## config.mk

```make
export PLATFORM = sky130hd
export DESIGN_NAME = sshift_port
export DESIGN_NICKNAME = d
export VERILOG_FILES = /design/src/rtl/sshift_pkg.sv /design/src/rtl/sshift_divider.sv /design/src/rtl/sshift_sync.sv /design/src/rtl/sshift_engine.sv /design/src/rtl/sshift_port.sv
export SDC_FILE = /design/constraint.sdc
export NUM_CORES = 1
export LEC_CHECK = 0
export BUFFER_PORTS_ARGS = -buffer_cell sky130_fd_sc_hd__buf_2
export CAP_MARGIN = 0
export CORE_MARGIN = 2
export CORE_UTILIZATION = 56
export CTS_CLUSTER_SIZE = 14
export DETAILED_ROUTE_END_ITERATION = 10
export PLACE_DENSITY = 0.81
export SLEW_MARGIN = 20
export SYNTH_ARGS = -nofsm -noshare
export SYNTH_HDL_FRONTEND = slang
export SYNTH_HIERARCHICAL = 1
export SYNTH_SLANG_ARGS = --single-unit
```

## constraint.sdc

```tcl
create_clock -name clk -period 6.5 [get_ports clk]
set_clock_uncertainty 0.05 [all_clocks]
set_input_delay 0.65 -clock clk [delete_from_list [all_inputs] [get_ports clk]]
set_output_delay 0.65 -clock clk [all_outputs]
set_load 0.005 [all_outputs]
```

## src/rtl/sshift_pkg.sv

```systemverilog
package sshift_pkg;
  localparam int BYTE_W = 8;
  localparam logic [1:0] CKSEL_EXT = 2'b11;

  typedef enum logic [1:0] {
    SH_IDLE,
    SH_ARMED,
    SH_RUN
  } sh_state_e;

  // Mode register layout, bit 7 down to bit 0
  typedef struct packed {
    logic       done;
    logic       irq_en;
    logic       lsb_first;
    logic [1:0] ck_sel;
    logic       sck_oe;
    logic       so_en;
    logic       start;
  } mode_t;
endpackage

```

## src/rtl/sshift_divider.sv

```systemverilog
module sshift_divider #(
  parameter int HALF0 = 2,
  parameter int HALF1 = 4,
  parameter int HALF2 = 8
) (
  input  logic       clk,
  input  logic       rst_n,
  input  logic [1:0] sel,
  output logic       phase,
  output logic       fall_ev,
  output logic       rise_ev
);
  localparam int H01  = (HALF0 > HALF1) ? HALF0 : HALF1;
  localparam int HMAX = (H01 > HALF2) ? H01 : HALF2;
  localparam int CW   = $clog2(HMAX + 1);

  logic [CW-1:0] cnt;
  logic [CW-1:0] limit;
  logic          wrap;

  always_comb begin
    case (sel)
      2'd0:    limit = CW'(HALF0 - 1);
      2'd1:    limit = CW'(HALF1 - 1);
      default: limit = CW'(HALF2 - 1);
    endcase
  end

  assign wrap    = (cnt >= limit);
  assign fall_ev = wrap & phase;
  assign rise_ev = wrap & ~phase;

  // Free running: a start is never aligned to this clock
  always_ff @(posedge clk or negedge rst_n) begin
    if (!rst_n) begin
      cnt   <= '0;
      phase <= 1'b1;
    end else if (wrap) begin
      cnt   <= '0;
      phase <= ~phase;
    end else begin
      cnt <= cnt + 1'b1;
    end
  end
endmodule

```

## src/rtl/sshift_sync.sv

```systemverilog
module sshift_sync #(
  parameter int STAGES = 2
) (
  input  logic clk,
  input  logic rst_n,
  input  logic async_in,
  output logic rise_ev,
  output logic fall_ev
);
  logic [STAGES:0] chain;

  always_ff @(posedge clk or negedge rst_n) begin
    if (!rst_n) chain <= '1;
    else        chain <= {chain[STAGES-1:0], async_in};
  end

  assign rise_ev = chain[STAGES-1] & ~chain[STAGES];
  assign fall_ev = ~chain[STAGES-1] & chain[STAGES];
endmodule

```

## src/rtl/sshift_engine.sv

```systemverilog
module sshift_engine
  import sshift_pkg::*;
#(
  parameter int W = BYTE_W
) (
  input  logic         clk,
  input  logic         rst_n,
  input  logic         start,
  input  logic         lsb_first,
  input  logic         fall_ev,
  input  logic         rise_ev,
  input  logic         si,
  input  logic         load_en,
  input  logic [W-1:0] load_data,
  output logic [W-1:0] sr,
  output logic         so_bit,
  output logic         running,
  output logic         complete
);
  localparam int CW = $clog2(W);

  sh_state_e     state;
  logic [CW-1:0] cnt;
  logic          head;
  logic [W-1:0]  shifted;

  assign head    = lsb_first ? sr[0] : sr[W-1];
  assign shifted = lsb_first ? {si, sr[W-1:1]} : {sr[W-2:0], si};
  assign running = (state == SH_RUN);
  assign complete = running & start & rise_ev & (cnt == CW'(W - 1));

  always_ff @(posedge clk or negedge rst_n) begin
    if (!rst_n) begin
      state  <= SH_IDLE;
      sr     <= '0;
      cnt    <= '0;
      so_bit <= 1'b1;
    end else begin
      case (state)
        SH_IDLE: begin
          so_bit <= head;
          if (load_en) sr <= load_data;
          if (start) state <= SH_ARMED;
        end
        SH_ARMED: begin
          if (!start) begin
            so_bit <= head;
            state  <= SH_IDLE;
          end else if (fall_ev) begin
            so_bit <= head;
            cnt    <= '0;
            state  <= SH_RUN;
          end
        end
        default: begin
          if (!start) begin
            so_bit <= head;
            state  <= SH_IDLE;
          end else begin
            if (fall_ev) so_bit <= head;
            if (rise_ev) begin
              sr <= shifted;
              if (cnt == CW'(W - 1)) state <= SH_IDLE;
              else                   cnt   <= cnt + 1'b1;
            end
          end
        end
      endcase
    end
  end
endmodule

```

## src/rtl/sshift_port.sv

```systemverilog
module sshift_port
  import sshift_pkg::*;
#(
  parameter int HALF0       = 2,
  parameter int HALF1       = 4,
  parameter int HALF2       = 8,
  parameter int SYNC_STAGES = 2
) (
  input  logic       clk,
  input  logic       rst_n,
  input  logic       mode_we,
  input  logic [7:0] mode_wdata,
  input  logic       data_we,
  input  logic [7:0] data_wdata,
  output logic [7:0] mode_rdata,
  output logic [7:0] data_rdata,
  output logic       irq,
  input  logic       sck_i,
  output logic       sck_o,
  output logic       sck_oe,
  input  logic       si,
  output logic       so
);
  mode_t mode_q;
  mode_t wr;
  logic  ext_sel;
  logic  div_phase, div_fall, div_rise;
  logic  x_rise, x_fall;
  logic  fall_ev, rise_ev;
  logic  so_bit, running, complete;
  logic  stop_req, done_set;
  logic [BYTE_W-1:0] sr;

  assign wr      = mode_t'(mode_wdata);
  assign ext_sel = (mode_q.ck_sel == CKSEL_EXT);

  sshift_divider #(.HALF0(HALF0), .HALF1(HALF1), .HALF2(HALF2)) u_div (
    .clk     (clk),
    .rst_n   (rst_n),
    .sel     (mode_q.ck_sel),
    .phase   (div_phase),
    .fall_ev (div_fall),
    .rise_ev (div_rise)
  );

  sshift_sync #(.STAGES(SYNC_STAGES)) u_sync (
    .clk      (clk),
    .rst_n    (rst_n),
    .async_in (sck_i),
    .rise_ev  (x_rise),
    .fall_ev  (x_fall)
  );

  assign fall_ev = ext_sel ? x_fall : div_fall;
  assign rise_ev = ext_sel ? x_rise : div_rise;

  sshift_engine #(.W(BYTE_W)) u_eng (
    .clk       (clk),
    .rst_n     (rst_n),
    .start     (mode_q.start),
    .lsb_first (mode_q.lsb_first),
    .fall_ev   (fall_ev),
    .rise_ev   (rise_ev),
    .si        (si),
    .load_en   (data_we & ~mode_q.start),
    .load_data (data_wdata),
    .sr        (sr),
    .so_bit    (so_bit),
    .running   (running),
    .complete  (complete)
  );

  // A stop landing on the completing edge suppresses the flag
  assign stop_req = mode_we & ~wr.start;
  assign done_set = complete & ~stop_req;

  always_ff @(posedge clk or negedge rst_n) begin
    if (!rst_n) begin
      mode_q <= '0;
    end else begin
      if (complete)     mode_q.start <= 1'b0;
      else if (mode_we) mode_q.start <= wr.start;

      if (mode_we && !mode_q.start) begin
        mode_q.so_en     <= wr.so_en;
        mode_q.sck_oe    <= wr.sck_oe;
        mode_q.ck_sel    <= wr.ck_sel;
        mode_q.lsb_first <= wr.lsb_first;
        mode_q.irq_en    <= wr.irq_en;
      end

      if (done_set)                 mode_q.done <= 1'b1;
      else if (mode_we && !wr.done) mode_q.done <= 1'b0;
    end
  end

  assign mode_rdata = mode_q;
  assign data_rdata = sr;
  assign irq        = mode_q.done & mode_q.irq_en;
  assign sck_oe     = mode_q.sck_oe & ~ext_sel;
  assign sck_o      = (!ext_sel && running && mode_q.start) ? div_phase : 1'b1;
  assign so         = mode_q.so_en ? so_bit : 1'b1;
endmodule

```

# Word level (Yosys, flattened, before mapping)
# Index checks and enable logic that the tools add are counted.
# classes
mux,32
n_bitwise,21
eq_ne,13
n_reduce_logical,17
magnitude_cmp,1
add_sub_neg,2
# op_table
op,n
$mux 8,4
$pmux 8 s2,1
$mux 3,5
$and 1x1->1,12
$mux 1,12
$mux 2,6
$pmux 3 s2,2
$reduce_bool 2->1,5
$not 1->1,9
$ne 4x1->1 const B,2
$reduce_and 4->1,2
$ne 2x2->1 const B,3
$reduce_and 5->1,1
$add 4x1->4 const B,1
$eq 2x1->1 const B,2
$eq 2x2->1 const B,2
$ge 4x3->1,1
$logic_and 1x1->1,4
$logic_not 2->1,2
$mux 4,1
$pmux 2 s2,1
$add 3x1->3 const B,1
$eq 3x3->1 const B,1
$logic_not 1->1,3
other kinds (3),3
# totals
input_bits,22
wordCells,100
output_inout_bits,20
ff_bits,30

# Logic depth before layout (Yosys ltp)
# Gate-level depths: netlist of the first run.
# logic_depth
ltp_word,9
ltp_mapped,9
depth_no_buf,9

# By module
# Netlist of the first run, hierarchy kept.
# modules_own_cells
module,cells_per_inst,instances,area_each_um2,seq_area_each_um2
sshift_engine,79,1,839.6,351.6
sshift_port,29,1,407.9,200.2
sshift_divider,22,1,247.7,126.4
sshift_sync,5,1,93.8,78.8

# Worst setup path before layout of the first run
# No wires, ideal clock.
# synth_timing
path_type,register to register
from,"reg mode_q, in the netlist mode_rdata[4]"
to,reg u_eng.cnt[0]
stages_incl_launch_ff,10
arrival_time_ps,2191
period_less_slack_ps,2320
path_buffers,0
path_slack_ps,4180
required_time_ps,6371
setup_time_ps,79
path_cell_list,dfrtp_1 -> inv_1 -> ha_1 -> a211oi_2 -> nand2_2 -> and2_1 -> mux2_2 -> and3b_1 -> o21ai_1 -> mux2i_1
# synth_via
elab_chain_cells,7
word_cells_on_any_way,12
cone_classes,order compare: 1; eq/ne: 3; mux: 3; bitwise: 2; reduce/logical: 3
# synth_lines
element,line_no,text
start: declaration,sshift_port.sv:24,mode_t mode_q;
$eq 2x1->1 or $logic_not 2->1 (tied branches),sshift_divider.sv:22,case (sel)
$pmux 3 s2 (*),sshift_divider.sv:22,
$ge 4x3->1 (*),sshift_divider.sv:29,assign wrap = (cnt >= limit);
$and 1x1->1 (*),sshift_divider.sv:30,assign fall_ev = wrap & phase;
via div_fall,sshift_port.sv:27,"logic div_phase, div_fall, div_rise;"
$mux 1 (*),sshift_port.sv:54,assign fall_ev = ext_sel ? x_fall : div_fall;
via fall_ev,sshift_port.sv:29,"logic fall_ev, rise_ev;"
$ne 2x2->1 (no source line) (*),--,
$reduce_and 5->1 (no source line) (*),--,
end signal: assignment,sshift_engine.sv:64,else cnt <= cnt + 1'b1;
end: declaration,sshift_engine.sv:23,logic [CW-1:0] cnt;
# Mark *: on every way through the listed nets, which the timed path passes. The rest lies on a longest branch.
# A chain may end at the register's enable or synchronous reset.

# Worst setup path after layout of the first run
# Ends and elaborated chain as after synthesis.

==> impl_metrics.json, run 1 <==
{
  "outcome": "complete, no violations",
  "syn_avg_cell_area_sq_um": 11.8,
  "portBuffers": 41,
  "place_hpwl_um": 2370,
  "drt-wirelength-per-cell_um": 15.6,
  "setup_tns_ns": 0,
  "vias": 1186,
  "synth_enable_flop_cells": 0,
  "clockRootBuffer": "clkbuf_4",
  "cp-start-kind": "flip-flop",
  "cp_data_required_time_ns": 6.70,
  "syn-num-nets": 162,
  "slowest_delay_ns": 0.42,
  "power_frac_comb_pct": 36.6,
  "finalCriticalPeriod_ns": 2.58,
  "p_int_mw": 0.484,
  "antenna_found_initial": 0,
  "tritoncts": "done",
  "grt_max_degree": 31,
  "die_y_um": 57.3,
  "grt_setup_unrepaired": "no",
  "dp_slack_ns": 3.95,
  "coreArea_sq_mm": 0.00273,
  "synth_seq_cells": 30,
  "finalCoreUtilization_pct": 68.6,
  "critPathKind": "flip-flop to flip-flop",
  "post-cts-setup-buffers": 0,
  "min_period_over_period_pct": 39.8,
  "path_cells": "inv_1, ha_1, a211oi_2, nand2_2, and2_1, mux2_2, and3b_1, o21ai_1, mux2i_1",
  "synth_area_sq_mm": 0.00159,
  "ioPinCount": 42,
  "gp_congestion": 0.755,
  "synth_cell_types": 36,
  "ctsResizeCount": 0,
  "grt_pass1_vias": 1259,
  "die_area_sq_mm": 0.00328,
  "finalSetupViolCount": 0,
  "post_drt_via_cell_ratio": 5.65,
  "crit_buf_inv": 1,
  "placed_cells": 202,
  "fmax_mhz": 387,
  "ys.flop_type": "dfrtp_1",
  "cp_top_family": "compound AO/OA/AOI/OAI gates",
  "synth_seq_area_share_pct": 47.6,
  "power_density_mw_per_mm2": 397,
  "num-fill-cells": 214,
  "yosysWarnings": 6,
  "drive_above_1_share_pct": 44.1,
  "worst_pin_slew_ns": 0.662,
  "swShare_pct": 35.0,
  "p_seq_share_pct": 43.9,
  "p_leak_nw": 0.935,
  "cts_buffer_depth": 2,
  "fin_ws_ns": 3.92,
  "clkPwrFrac_pct": 19.5,
  "switchingPower_mw": 0.261,
  "slew_headroom_pct": 55.8,
  "endpoint_kind": "flip-flop",
  "ant_nets": 0,
  "dr.pass1.iters": 4,
  "min_path_type": "primary input to asynchronous set/reset pin",
  "drc": 0,
  "final_max_slew_viol_count": 0,
  "cpMaxStageDelayCell": "dfrtp_1",
  "clkLatencyLatePin_ns": 0.33,
  "rows": 19,
  "htreeDepth": 2,
  "drt_iter0_markers": 43,
  "cts_buffers": 5,
  "ys_async_sr_fraction_pct": 100,
  "start_util_pct": 58.1,
  "synth_cells": 135,
  "final_common_cell": "buf_2",
  "syn2layout_area_growth_pct": 18.0,
  "layout_common_cells": "buf_2, dfrtp_1, mux2_2, mux2i_1, a21oi_1",
  "num_antenna_cells": 0,
  "grt_pass1_wl_um": 5590,
  "max-vdd-ir-drop_uv": 309,
  "cts_hold_buf": 0,
  "grt_overflow": 0,
  "drv_cap": 0,
  "clk_pin_slew_ns": 0.10,
  "wl_um": 3280,
  "crit_fanout": 5,
  "die_w_um": 57.3,
  "track_usage_pct": 22.6,
  "layoutNonFillerInstCount": 210,
  "cp.arrival_ns": 2.79,
  "layout.nets": 205,
  "cts.sinks": 30,
  "hold_viol_final": 0
}
## cells by family (layout without fill, tap and decap cells)
family | after synthesis | in the layout | share of synthesized area, %
AND/OR/NAND/NOR | 40 | 40 | 14.9
multiplexers | 30 | 30 | 21.7
flip-flops | 30 | 30 | 47.6
AO/OA/AOI/OAI | 18 | 18 | 7.32
buffers and inverters | 10 | 54 | 3.39
adder cells (fa/ha/maj) | 5 | 5 | 3.94
XOR/XNOR | 2 | 2 | 1.10
## worst register-to-register path: stages (launching register included)
cell,delay [ns]
dfrtp_1,0.42
inv_1,0.07
ha_1,0.30
a211oi_2,0.32
nand2_2,0.14
and2_1,0.18
mux2_2,0.27
and3b_1,0.18
o21ai_1,0.33
mux2i_1,0.25
## through the flow
stage / hold WS [ns] / instance area (sq um) / power, mW
final: 0.285 / 1880 / 0.745
after global routing: 0.315 / 1880 / 0.801
after CTS: 0.293 / 1880 / 0.752
after detailed placement: 0.300 / 1800 / 0.602
after global placement: 0.296 / 1800 / 0.578
after floorplan: 0.295 / 1590 / 0.509
## flip-flops by register name (all words and copies together) (netlist names)
register / count
mode_rdata: 8
u_eng/sr: 8
u_div/cnt: 4
u_eng/cnt: 3
u_sync/chain: 3
u_eng/state: 2
u_div/phase: 1
u_eng/so_bit: 1
## per-layer routing
layer	share of wire (%)	routed length, um	track usage (%)	up-vias
met5	0	0	0	-
met3	6.6	215	7.71	2
met2	52	1710	37.3	39
li1	-	-	-	561
met1	41	1340	27.0	584
met4	0.52	17	9.30	0
## cell usage after synthesis (2+ instances only)
| library cell | instances | share of area, % |
|---|---|---|
| ha_1 | 5 | 3.9 |
| inv_1 | 5 | 1.2 |
| nor2b_1 | 3 | 1.2 |
| mux2_2 | 12 | 8.5 |
| nor2_1 | 6 | 1.4 |
| a21oi_1 | 11 | 3.5 |
| mux2_4 | 6 | 5.7 |
| and2b_2 | 2 | 1.1 |
| nand2b_1 | 2 | 0.79 |
| and2_1 | 3 | 1.2 |
| and3b_1 | 2 | 1.1 |
| nor3_1 | 8 | 2.5 |
| clkbuf_1 | 2 | 0.47 |
| dfrtp_1 | 25 | 39 |
| buf_6 | 2 | 1.4 |
| nand3_1 | 3 | 0.94 |
| dfstp_2 | 5 | 8.3 |
| mux2i_1 | 12 | 7.6 |
| nand2_1 | 4 | 0.94 |
## power by group through the flow
stage          Combinational (mW)  Clock [mW]  Sequential (mW)
6_report                    0.273       0.145            0.327
5_1_grt                     0.304       0.156            0.341
2_1_floorplan               0.204           0            0.305
3_5_place_dp                0.271           0            0.331
4_1_cts                     0.275       0.150            0.328
3_3_place_gp                0.254           0            0.324
## cell type report
cell class,count,area (sq um),share of cell area [%]
multi-input combinational,95,778,41.5
sequential,30,757,40.4
timing repair buffer,41,205,10.9
clock inverter,3,40.0,2.13
tap,31,38.8,2.07
clock buffer,5,37.5,2.00
inverter,5,18.8,1.00
## worst paths after layout
kind	startpoint	end	slack (ns)	depth (start not counted)
min in group clk	u_sync/chain[0]	u_sync/chain[1]	0.31	0
worst max-delay path	mode_rdata[4]	u_eng/cnt[0]	3.92	9
worst min register to register	u_sync/chain[0]	u_sync/chain[1]	0.31	0
worst min-delay path	rst_n	mode_rdata[7]	0.28	1
worst max register to register	mode_rdata[4]	u_eng/cnt[0]	3.92	9
max in group asynchronous	rst_n	u_eng/cnt[1]	5.68	1
No activity file was read; power rests on OpenSTA's default activity.
==> run 2: changes to the inputs <==
- CORE_UTILIZATION: 56 -> 52
- PLACE_DENSITY: 0.81 -> 0.76
- clock period: 6.5 -> 2.5 ns (I/O delays scaled with it)
==> run 2 against run 1 <==
- global-route usage shrank 2.1 points
- maximum frequency grew 12%
- count of clock-buffer cells in the layout grew 3
- largest power group unchanged
==> impl_metrics.json, run 2 (same netlist as run 1, synthesis figures left out) <==
{
  "outcome": "complete, no violations",
  "crit_fanout": 4,
  "htreeDepth": 2,
  "worst-r2r-cell-count": 9,
  "p_seq_share_pct": 45.8,
  "min_period_over_period_pct": 92.6,
  "drv_cap": 0,
  "coreArea_sq_mm": 0.00298,
  "drt-wirelength-per-cell_um": 14.9,
  "layout.nets": 209,
  "gp_congestion": 0.751,
  "hold_slack_ns": 0.0994,
  "post_drt_via_cell_ratio": 5.46,
  "hold_viol_final": 0,
  "switchingPower_mw": 0.669,
  "crit_end": "u_eng/cnt[2]",
  "die_w_um": 59.3,
  "grt_util_met1_pct": 23.9,
  "drive_above_1_share_pct": 43.2,
  "use_met2_pct": 33.6,
  "busiest_layer": "met2",
  "grt_pass1_vias": 1186,
  "met3_usage_pct": 6.55,
  "cp_top_family": "multiplexers",
  "grt_max_degree": 31,
  "clockRootBuffer": "clkbuf_4",
  "swShare_pct": 36.0,
  "worst_pin_slew_ns": 0.653,
  "antenna_found_initial": 0,
  "cts_buffers": 5,
  "layout_common_cells": "buf_2, dfrtp_1, mux2_2, mux2i_1, a21oi_1",
  "track_usage_pct": 20.5,
  "power_frac_comb_pct": 39.7,
  "cp.depth": 9,
  "min_path_type": "primary input to flip-flop",
  "portBuffers": 41,
  "clk_pin_slew_ns": 0.09,
  "final_max_slew_viol_count": 0,
  "rows": 20,
  "reg2reg_from": "mode_rdata[4]",
  "die_y_um": 59.3,
  "num_antenna_cells": 0,
  "cpMaxStageDelayCell": "dfrtp_1",
  "cp-startpoint": "mode_rdata[4]",
  "grt_overflow": 0,
  "crit_buf_inv": 1,
  "wl_um": 3210,
  "reg2reg_to": "u_eng/cnt[2]",
  "grt_setup_unrepaired": "no",
  "finalPower_mw": 1.86,
  "power_density_mw_per_mm2": 975,
  "cp.arrival_ns": 2.51,
  "clkPwrFrac_pct": 14.5,
  "vias": 1179,
  "slowest_delay_ns": 0.40,
  "dr.pass1.iters": 4,
  "p_int_mw": 1.19,
  "place_hpwl_um": 2290,
  "cp_data_required_time_ns": 2.70,
  "setup_tns_ns": 0,
  "drt_iter0_markers": 41,
  "path_cells": "inv_1, ha_1, a211oi_4, nand2_2, and2_1, mux2_2, and3b_1, o21ai_4, mux2i_1",
  "ioPinCount": 42,
  "ant_nets": 0,
  "cts_buffer_depth": 2,
  "reg2reg_slack_ns": 0.19,
  "max-vdd-ir-drop_uv": 520,
  "p_leak_nw": 0.939,
  "die_area_sq_mm": 0.00351,
  "clkLatencyLatePin_ns": 0.33,
  "endpoint_kind": "flip-flop",
  "tritoncts": "done",
  "final_common_cell": "buf_2",
  "cp-start-kind": "flip-flop",
  "slew_headroom_pct": 56.5,
  "finalCriticalPeriod_ns": 2.31,
  "start_util_pct": 53.4,
  "drc": 0,
  "cts.sinks": 30,
  "fmax_mhz": 432,
  "grt_pass1_wl_um": 5200,
  "critPathKind": "flip-flop to flip-flop",
  "syn2layout_area_growth_pct": 19.8,
  "finalSetupViolCount": 0
}
-- run 2: repair_timing --
action,CTS,global route
gates resized for setup,1,2
cloned,0,0
endpoints found under the hold margin,26,0
buffers inserted,0,1
pin swaps,0,1
hold buffers,2,0
endpoints found under the setup margin,3,3
-- run 2: layout make-up --
class,instances,area (sq um)
inverters,5,18.8
well taps,33,41.3
repair buffers,45,240
flip-flops and latches,30,757
multi-input cells,95,797
fillers,247,1070
clock buffers,8,48.8
-- run 2: stage by stage --
stage	std cells	setup slack (ns)	cell area (sq um)	util, %
global route	216	0.0171	1900	63.9
global placement	205	0.187	1810	60.7
CTS	215	0.0836	1880	63.2
detailed placement	205	0.0101	1810	60.7
finish	216	0.186	1900	63.9
floorplan	135	0.180	1590	-
-- run 2: worst min-delay path by stage --
stage                  startpoint             to  slack [ns]  cells past startpoint
global placement            rst_n  mode_rdata[3]        0.25                      1
floorplan                   rst_n  mode_rdata[0]        -0.1                      0
detailed placement          rst_n  mode_rdata[3]        0.27                      1
global route        mode_wdata[4]  mode_rdata[4]        0.09                      2
finish              mode_wdata[5]  mode_rdata[5]         0.1                      2
CTS                 mode_wdata[5]  mode_rdata[5]        0.08                      2
-- run 2: power by group through the flow --
stage	Clock (mW)	Combinational, mW	Sequential, mW
after floorplan	0	0.529	0.794
after global routing	0.305	0.825	0.877
after detailed placement	0	0.710	0.857
final	0.268	0.738	0.851
after CTS	0.284	0.719	0.848
after global placement	0	0.682	0.841
-- run 2: routing by layer --
layer	part of all wire, %	wire [um]
met4	2.1	66
met5	0	0
met1	43	1390
met2	49	1590
met3	5.1	165
==> run 3: changes to the inputs <==
- ABC_CLOCK_PERIOD_IN_PS: unset -> 2500
- CORE_UTILIZATION: 52 -> 44
- PLACE_DENSITY: 0.76 -> 0.66
==> run 3 against run 2 <==
- largest power group unchanged
- first-iteration DRC count shrank 9.8%
- non-clock buffer count did not move
- critical path type unchanged
- die area increased by 17%
- register-to-register slack improved by 0.02 ns
- clock power shrank 2%
- global-route usage fell by 4.6 points
- worst hold slack better by 0.0090 ns
- combinational power decreased by 0.9%
- sequential share of layout area decreased by 0.18 points
- via count down 3.3%
- maximum frequency is 0.76% higher
- highest routed layer unchanged
- count of clock-buffer cells in the layout unchanged
==> impl_metrics.json, run 3 (same netlist as run 1, synthesis figures left out) <==
{
  "outcome": "complete, no violations",
  "grt_pass1_vias": 1083,
  "layout_common_cells": "buf_2, dfrtp_1, mux2_2, mux2i_1, a21oi_1",
  "p_leak_nw": 0.937,
  "slew_headroom_pct": 55.6,
  "hold_path.startpoint": "mode_we",
  "clockRootBuffer": "clkbuf_4",
  "hold_viol_final": 0,
  "die_area_sq_mm": 0.00411,
  "setup_tns_ns": 0,
  "p_seq_share_pct": 45.6,
  "dp_slack_ns": 0.0361,
  "grt_overflow": 0,
  "finalSetupViolCount": 0,
  "switchingPower_mw": 0.644,
  "num-fill-cells": 300,
  "fin_ws_ns": 0.203,
  "layout.nets": 209,
  "htreeDepth": 2,
  "vias": 1140,
  "gp_congestion": 0.716,
  "final_common_cell": "buf_2",
  "worst_pin_slew_ns": 0.666,
  "swShare_pct": 35.2,
  "cp-startpoint": "mode_rdata[4]",
  "drc": 0,
  "coreArea_sq_mm": 0.00339,
  "min_period_over_period_pct": 91.9,
  "power_frac_comb_pct": 40.0,
  "multi_input_area_sq_um": 790,
  "grt_pass1_wl_um": 5040,
  "wl_um": 3100,
  "dr.pass1.iters": 4,
  "min_path_type": "primary input to flip-flop",
  "cp_data_required_time_ns": 2.69,
  "track_usage_pct": 15.9,
  "portBuffers": 41,
  "reg2reg_from": "mode_rdata[4]",
  "endpoint_kind": "flip-flop",
  "fmax_mhz": 435,
  "power_density_mw_per_mm2": 956,
  "ioPinCount": 42,
  "dr_wl_met3_um": 202,
  "drt-wirelength-per-cell_um": 13.5,
  "place_hpwl_um": 2250,
  "post-cts-setup-buffers": 0,
  "post_drt_via_cell_ratio": 4.98,
  "finalCriticalPeriod_ns": 2.30,
  "die_y_um": 64.1,
  "clkLatencyLatePin_ns": 0.32,
  "cp.arrival_ns": 2.49,
  "critPathKind": "flip-flop to flip-flop",
  "syn2layout_area_growth_pct": 20.3,
  "rows": 21,
  "crit_fanout": 5,
  "clkPwrFrac_pct": 14.4,
  "cts_buffers": 5,
  "antenna_found_initial": 0,
  "start_util_pct": 46.9,
  "drt_iter0_markers": 37,
  "tritoncts": "done",
  "final-seq-area_sq_um": 757,
  "grt_setup_unrepaired": "no",
  "final_max_slew_viol_count": 0,
  "drive_above_1_share_pct": 43.2,
  "ant_nets": 0,
  "cts.sinks": 30,
  "cp-start-kind": "flip-flop",
  "max-vdd-ir-drop_uv": 423,
  "grt_max_degree": 31,
  "route.met2.wl_um": 1400,
  "num_antenna_cells": 0,
  "drv_cap": 0,
  "clk_pin_slew_ns": 0.08,
  "cts_buffer_depth": 2,
  "wl_met1_um": 1450,
  "die_w_um": 64.1,
  "top_layer": "met4",
  "p_int_mw": 1.18
}
## run 3: cell types whose count changed in the layout (fill, tap and decap cells not counted)
| cell | change |
|---|---|
| a211oi_2 | +1 |
| a211oi_4 | -1 |
## run 3: power by group through the flow
stage                     Sequential [mW]  Clock (mW)  Combinational [mW]
after floorplan                     0.794           0               0.529
after global placement              0.830           0               0.703
after detailed placement            0.844           0               0.729
after CTS                           0.835       0.278               0.737
after global routing                0.864       0.300               0.815
final                               0.834       0.262               0.731
## run 3: routing by layer
metal  vias to the layer above  track usage (%)
met5                         -                0
met2                        33             25.0
li1                        571                -
met3                         6             5.46
met1                       530             20.2
met4                         0             6.12
## run 3: final timing paths
check	slack, ns	end	cells past startpoint
hold / removal	0.11	mode_rdata[7]	2
min in group asynchronous	0.44	u_eng/sr[2]	2
max in group asynchronous	1.53	u_eng/cnt[0]	2
hold reg to reg	0.31	u_sync/chain[1]	0
setup / recovery	0.20	u_eng/cnt[0]	9
setup reg to reg	0.20	u_eng/cnt[0]	9
## run 3: what timing repair did
action / 4_1_cts / 5_1_grt
hold buffers: 2 / 0
endpoints found under the hold margin: 26 / 0
endpoints found under the setup margin: 0 / 3
resized for setup: 0 / 2
## run 3: worst max-delay path, cell delays in order (launching register included)
cell      delay, ns
dfrtp_1        0.40
inv_1          0.06
ha_1           0.30
a211oi_2       0.26
nand2_2        0.07
and2_1         0.16
mux2_2         0.28
and3b_1        0.21
o21ai_4        0.21
mux2i_1        0.21
## run 3: stage by stage
stage / instances / power (mW) / cell area, sq um / util [%] / hold slack (ns)
5_1_grt: 229 / 1.98 / 1910 / 56.4 / 0.101
3_3_place_gp: 219 / 1.53 / 1830 / 54.0 / 0.261
2_1_floorplan: 135 / 1.32 / 1590 / - / -0.0956
3_5_place_dp: 219 / 1.57 / 1830 / 54.0 / 0.272
4_1_cts: 229 / 1.85 / 1900 / 56.1 / 0.0898
6_report: 229 / 1.83 / 1910 / 56.4 / 0.108
## run 3: cell type report
cell class | instances | share of cell area, %
clock buffer | 8 | 2.55
inverter | 5 | 0.982
multi-input combinational | 95 | 41.3
sequential | 30 | 39.6
tap | 46 | 3.01
timing repair buffer | 45 | 12.6
